**config.mk**
```make
export PLATFORM = sky130hd
export DESIGN_NAME = dotscale_unit
export DESIGN_NICKNAME = d
export VERILOG_FILES = /design/src/rtl/dotscale_pkg.sv /design/src/rtl/dotscale_ctrl.sv /design/src/rtl/dotscale_mac.sv /design/src/rtl/dotscale_sbuf.sv /design/src/rtl/dotscale_unit.sv
export SDC_FILE = /design/constraint.sdc
export NUM_CORES = 2
export LEC_CHECK = 0
export ABC_AREA = 1
export BUFFER_PORTS_ARGS = -buffer_cell sky130_fd_sc_hd__buf_2
export CAP_MARGIN = 40
export CORE_MARGIN = 1.5
export CORE_UTILIZATION = 70
export DETAILED_ROUTE_END_ITERATION = 10
export PLACE_DENSITY = 0.94
export SETUP_SLACK_MARGIN = 0.2
export SYNTH_ARGS = -nofsm -noshare
export SYNTH_HDL_FRONTEND = slang
export SYNTH_HIERARCHICAL = 1
export SYNTH_SLANG_ARGS = --single-unit
```
**constraint.sdc**
```tcl
create_clock -name clk -period 16.5 [get_ports clk]
set_input_delay 4.125 -clock clk [delete_from_list [all_inputs] [get_ports clk]]
set_output_delay 4.125 -clock clk [all_outputs]
set_load 0.05 [all_outputs]
```
**src/rtl/dotscale_pkg.sv**
```systemverilog
package dotscale_pkg;
    typedef enum logic [1:0] {
        ST_IDLE    = 2'd0,
        ST_COLLECT = 2'd1,
        ST_DRAIN   = 2'd2
    } dsu_state_e;
endpackage

```
**src/rtl/dotscale_ctrl.sv**
```systemverilog
module dotscale_ctrl
    import dotscale_pkg::*;
#(
    parameter int VEC_LEN = 10,
    localparam int IDX_W  = $clog2(VEC_LEN)
) (
    input  logic             clk,
    input  logic             rst_n,
    input  logic             scal_valid,
    input  logic             x_valid,
    input  logic             y_valid,
    output logic             is_idle,
    output logic             load_scal,
    output logic             pair_acc,
    output logic             last_pair,
    output logic [IDX_W-1:0] wr_idx,
    output logic             rd_en,
    output logic [IDX_W-1:0] rd_idx
);
    localparam logic [IDX_W-1:0] LAST_IDX = IDX_W'(VEC_LEN - 1);

    dsu_state_e       state_q, state_d;
    logic [IDX_W-1:0] wr_q, rd_q;
    logic             last_drain;

    // state register and element counters
    always_ff @(posedge clk or negedge rst_n) begin
        if (!rst_n) begin
            state_q <= ST_IDLE;
            wr_q    <= '0;
            rd_q    <= '0;
        end else begin
            state_q <= state_d;
            if (load_scal)
                wr_q <= '0;
            else if (pair_acc)
                wr_q <= last_pair ? '0 : wr_q + 1'b1;
            if (rd_en)
                rd_q <= last_drain ? '0 : rd_q + 1'b1;
        end
    end

    // next state and control outputs
    always_comb begin
        state_d    = state_q;
        load_scal  = 1'b0;
        pair_acc   = 1'b0;
        last_pair  = 1'b0;
        rd_en      = 1'b0;
        last_drain = 1'b0;
        unique case (state_q)
            ST_IDLE: begin
                if (scal_valid) begin
                    load_scal = 1'b1;
                    state_d   = ST_COLLECT;
                end
            end
            ST_COLLECT: begin
                if (x_valid && y_valid) begin
                    pair_acc = 1'b1;
                    if (wr_q == LAST_IDX) begin
                        last_pair = 1'b1;
                        state_d   = ST_DRAIN;
                    end
                end
            end
            ST_DRAIN: begin
                rd_en = 1'b1;
                if (rd_q == LAST_IDX) begin
                    last_drain = 1'b1;
                    state_d    = ST_IDLE;
                end
            end
            default: state_d = ST_IDLE;
        endcase
    end

    assign is_idle = (state_q == ST_IDLE);
    assign wr_idx  = wr_q;
    assign rd_idx  = rd_q;
endmodule

```
**src/rtl/dotscale_mac.sv**
```systemverilog
module dotscale_mac #(
    parameter int DATA_W = 16,
    parameter int PROD_W = 2 * DATA_W,
    parameter int ACC_W  = 36
) (
    input  logic                     clk,
    input  logic                     rst_n,
    input  logic                     clr,
    input  logic                     en,
    input  logic signed [DATA_W-1:0] x_in,
    input  logic signed [DATA_W-1:0] y_in,
    output logic signed [ACC_W-1:0]  acc
);
    logic signed [PROD_W-1:0] prod;
    logic signed [ACC_W-1:0]  prod_ext;

    assign prod     = PROD_W'(x_in) * PROD_W'(y_in);
    assign prod_ext = {{(ACC_W - PROD_W){prod[PROD_W-1]}}, prod};

    always_ff @(posedge clk or negedge rst_n) begin
        if (!rst_n)
            acc <= '0;
        else if (clr)
            acc <= '0;
        else if (en)
            acc <= acc + prod_ext;
    end
endmodule

```
**src/rtl/dotscale_sbuf.sv**
```systemverilog
module dotscale_sbuf #(
    parameter int VEC_LEN = 10,
    parameter int DATA_W  = 16,
    parameter int PROD_W  = 2 * DATA_W,
    localparam int IDX_W  = $clog2(VEC_LEN)
) (
    input  logic                     clk,
    input  logic                     rst_n,
    input  logic                     load_scal,
    input  logic signed [DATA_W-1:0] scal_in,
    input  logic                     wr_en,
    input  logic [IDX_W-1:0]         wr_idx,
    input  logic signed [DATA_W-1:0] x_in,
    input  logic                     rd_en,
    input  logic [IDX_W-1:0]         rd_idx,
    output logic                     out_valid,
    output logic [IDX_W-1:0]         out_index,
    output logic signed [PROD_W-1:0] out_data
);
    logic signed [DATA_W-1:0] scale_q;
    logic signed [PROD_W-1:0] scaled;
    logic signed [PROD_W-1:0] mem [VEC_LEN];

    assign scaled = PROD_W'(scale_q) * PROD_W'(x_in);

    always_ff @(posedge clk or negedge rst_n) begin
        if (!rst_n)
            scale_q <= '0;
        else if (load_scal)
            scale_q <= scal_in;
    end

    for (genvar g = 0; g < VEC_LEN; g++) begin : g_slot
        always_ff @(posedge clk or negedge rst_n) begin
            if (!rst_n)
                mem[g] <= '0;
            else if (wr_en && wr_idx == IDX_W'(g))
                mem[g] <= scaled;
        end
    end

    always_ff @(posedge clk or negedge rst_n) begin
        if (!rst_n) begin
            out_valid <= 1'b0;
            out_index <= '0;
            out_data  <= '0;
        end else begin
            out_valid <= rd_en;
            if (rd_en) begin
                out_index <= rd_idx;
                out_data  <= mem[rd_idx];
            end
        end
    end
endmodule

```
**src/rtl/dotscale_unit.sv**
```systemverilog
module dotscale_unit #(
    parameter int VEC_LEN = 10,
    parameter int DATA_W  = 16,
    localparam int PROD_W = 2 * DATA_W,
    localparam int ACC_W  = PROD_W + $clog2(VEC_LEN),
    localparam int IDX_W  = $clog2(VEC_LEN)
) (
    input  logic                     clk,
    input  logic                     rst_n,
    input  logic                     scal_valid,
    input  logic signed [DATA_W-1:0] scal_in,
    input  logic                     x_valid,
    input  logic signed [DATA_W-1:0] x_in,
    input  logic                     y_valid,
    input  logic signed [DATA_W-1:0] y_in,
    output logic                     ready,
    output logic                     dot_valid,
    output logic signed [ACC_W-1:0]  dot_out,
    output logic                     sx_valid,
    output logic [IDX_W-1:0]         sx_index,
    output logic signed [PROD_W-1:0] sx_out
);
    logic             load_scal, pair_acc, last_pair, rd_en;
    logic [IDX_W-1:0] wr_idx, rd_idx;

    dotscale_ctrl #(.VEC_LEN(VEC_LEN)) u_ctrl (
        .clk       (clk),
        .rst_n     (rst_n),
        .scal_valid(scal_valid),
        .x_valid   (x_valid),
        .y_valid   (y_valid),
        .is_idle   (ready),
        .load_scal (load_scal),
        .pair_acc  (pair_acc),
        .last_pair (last_pair),
        .wr_idx    (wr_idx),
        .rd_en     (rd_en),
        .rd_idx    (rd_idx)
    );

    dotscale_mac #(.DATA_W(DATA_W), .PROD_W(PROD_W), .ACC_W(ACC_W)) u_mac (
        .clk  (clk),
        .rst_n(rst_n),
        .clr  (load_scal),
        .en   (pair_acc),
        .x_in (x_in),
        .y_in (y_in),
        .acc  (dot_out)
    );

    dotscale_sbuf #(.VEC_LEN(VEC_LEN), .DATA_W(DATA_W), .PROD_W(PROD_W)) u_sbuf (
        .clk      (clk),
        .rst_n    (rst_n),
        .load_scal(load_scal),
        .scal_in  (scal_in),
        .wr_en    (pair_acc),
        .wr_idx   (wr_idx),
        .x_in     (x_in),
        .rd_en    (rd_en),
        .rd_idx   (rd_idx),
        .out_valid(sx_valid),
        .out_index(sx_index),
        .out_data (sx_out)
    );

    // dot-product ready pulse
    always_ff @(posedge clk or negedge rst_n) begin
        if (!rst_n)
            dot_valid <= 1'b0;
        else
            dot_valid <= last_pair;
    end
endmodule

```
==> out/results.ini <==
[run_status]
status=finished with violations
violations=DRC

[clock_network]
cts_sinks=420
cts_buffers=44
cts_root_buf=clkbuf_16
cts_tree=done
insertion_delay_ns=0.62
cts.repair.resized=0
cts_hold_buffers=0
path_clk_slew_ns=0.06
htree_levels=2
clk_path_buf_depth=3
postCtsSetupRepairBufs=0

[drt]
wl_per_cell_um=21.5
drt_iter0_markers=5246
vias=38000
met3_wirelength_um=18800
dr.pass1.iters=11
wl_met1_um=44500
wl_met2_um=59900
ant_nets=0
wirelength_um=133000
top_layer=met5
drc=2
avgViaCountPerCell=6.17

[sta]
clock_skew_ns=0.0379
drv_slew=0
max_freq_mhz=97.4
timing.final.crit_share_pct=62.3
rsz0062_at_grt=no
period_minus_slack_ns=10.27
fin_tns_setup_ns=0
slew_headroom_pct=32.7
hold_viol_final=0
setup_viol=0
worst_pin_slew_ns=1.00

[floorplanning]
rows=89
io_pins=128
die_area_um2=61900
die_w_um=249
initial_core_util_pct=71.3
die_h_um=249
core_area_um2=59400

[layout]
multi_input_area_um2=26200
drive_gt1_share_pct=6.44
nNetsFinal=6180
register_area_um2=10500
synthToLayoutAreaGrowth_pct=6.08
final.fill_count=3895

[synthesis]
synth-edff-count=0
syn_nets=6223
ys_types=48
ys_ff_latch=420
synthCells=5401
ys_seq_area_share_pct=24.8
ys_async_sr_fraction_pct=100
syn_area_um2=42300
ys.warnings.count=6
avgSynthCellArea_um2=7.83
ys.flop_type=dfrtp_1

[worst_hold_path]
min_path_cells=2
hold_path_class=flip-flop to flip-flop

[worst_setup_path]
reg2regPathDepth=20
slowest_stage=fa_1
cp.required_ns=16.96
cpMostUsedCell=fa_1
cp_max_fo=32
crit_type=primary input to flip-flop
end_kind=flip-flop
crit_path_start_kind=primary input
cpPeakStageDelay_ns=0.83
arrival_ns=10.73
crit_path_cell_trace=buf_2, nand2_1, inv_1, fa_1, fa_1, fa_1, fa_1, fa_1, inv_1, fa_1, inv_1, ha_1, nand2_1, nor2_1, inv_1, nor2_2, nand4_1, nand3_1, nand2_2, nand3_1, o21ai_0

[placed_design]
gp_congestion=0.983
hpwl_um=92100
place.port_buffers=127

[global_routing]
antenna_found_initial=3
grt.overflow.total=0
grt_max_degree=92
grt_pass1_wl_um=211000
grt_pass1_vias=40700
grt_usage_pct=43.7

[run]
cap_violations=0

==> critical path: cells and delay by family <==
family	cells	cell delay, ns
compound gates	1	0.13
fa+ha+maj	7	3.72
simple gates	8	1.69
buf+inv	5	1.05
==> cell usage in the layout (no fill, tap or decap), types with 12 or more instances in the layout <==
master and n:
o211ai_1 39, nor2_2 27, o21ai_0 345, nand4_1 14, inv_2 12, buf_4 33, xnor2_1 16, a211oi_1 14
o22ai_1 12, o221ai_1 25, fa_1 576, nand2_1 1451, nand3_1 260, buf_2 126, a21oi_1 132, nor2_1 262
nand2_2 28, ha_1 193, clkbuf_16 44, dfrtp_1 417, inv_1 1214
==> sequential cells by signal, indices dropped and copies added (netlist names) <==
signal            flops
u_sbuf/out_valid      1
u_ctrl/wr_idx         4
u_sbuf/mem          320
u_sbuf/out_data      32
u_ctrl/rd_idx         4
u_sbuf/scale_q       16
u_mac/acc            36
u_ctrl/state_q        2
dot_valid             1
u_sbuf/out_index      4
==> Yosys cell counts, types with 12 or more instances <==
cell	n	area share, %
a211oi_1	14	0.25
a21oi_1	132	1.6
buf_2	38	0.45
clkbuf_1	210	1.9
dfrtp_1	420	25
fa_1	576	27
ha_1	193	5.7
inv_1	1215	11
nand2_1	1451	13
nand2_2	28	0.41
nand3_1	260	3.1
nand4_1	14	0.21
nor2_1	264	2.3
nor2_2	26	0.38
o211ai_1	39	0.69
o21ai_0	345	4.1
o221ai_1	25	0.52
o22ai_1	12	0.18
xnor2_1	16	0.33
==> cell type report <==
cell class	instances	area share [%]
Sequential cell	420	23.4
Clock buffer	63	2.86
Tap cell	773	2.16
Timing Repair Buffer	170	2.50
Antenna cell	1	0.00558
Multi-Input combinational cell	3495	58.3
Inverter	1227	10.3
Clock inverter	16	0.468
==> final timing paths <==
check                                         from               to  slack, ns
max in group asynchronous                    rst_n    u_mac/acc[29]      10.71
min in group asynchronous                    rst_n   u_sbuf/mem[40]       3.50
worst max register to register  u_sbuf/scale_q[15]  u_sbuf/mem[151]       9.60
worst min register to register     u_sbuf/mem[182]  u_sbuf/mem[182]       0.48
worst max-delay path                       x_in[1]  u_sbuf/mem[151]       6.23
worst min-delay path               u_sbuf/mem[182]  u_sbuf/mem[182]       0.48
==> routing by layer <==
layer  global-route usage, %  up-vias
li1                        -    16000
met1                    53.1    18000
met2                    68.8     3077
met3                    13.6      918
met4                    26.1        4
met5                       0        -
==> cell families (layout without fill, tap and decap cells) <==
| family | count (synthesis) | count (layout) | synth area share (%) |
|---|---|---|---|
| other | 0 | 1 | 0 |
| xor gates and xnor gates | 23 | 23 | 0.494 |
| and+or+nand+nor | 2096 | 2096 | 20.3 |
| buffers and inverters | 1486 | 1476 | 13.3 |
| DFF | 420 | 420 | 24.8 |
| muxes | 10 | 10 | 0.266 |
| AOI/OAI and AO/OA | 597 | 597 | 7.78 |
| adders and majority gates | 769 | 769 | 33.0 |
==> through the flow <==
step           setup slack (ns)  instances  util (%)  cell area (µm²)  hold WS [ns]
2_1_floorplan              7.10       5401         -            42300         0.437
5_1_grt                    6.02       6164      75.6            44900         0.497
3_5_place_dp               5.83       6085      73.1            43400         0.459
6_report                   6.23       6165      75.6            44900         0.478
3_3_place_gp               5.90       6075      72.7            43200         0.452
4_1_cts                    6.41       6164      75.6            44900         0.477
Power is not shown: default switching activity piles up to over one toggle a cycle in this logic, so the estimate is an artifact.
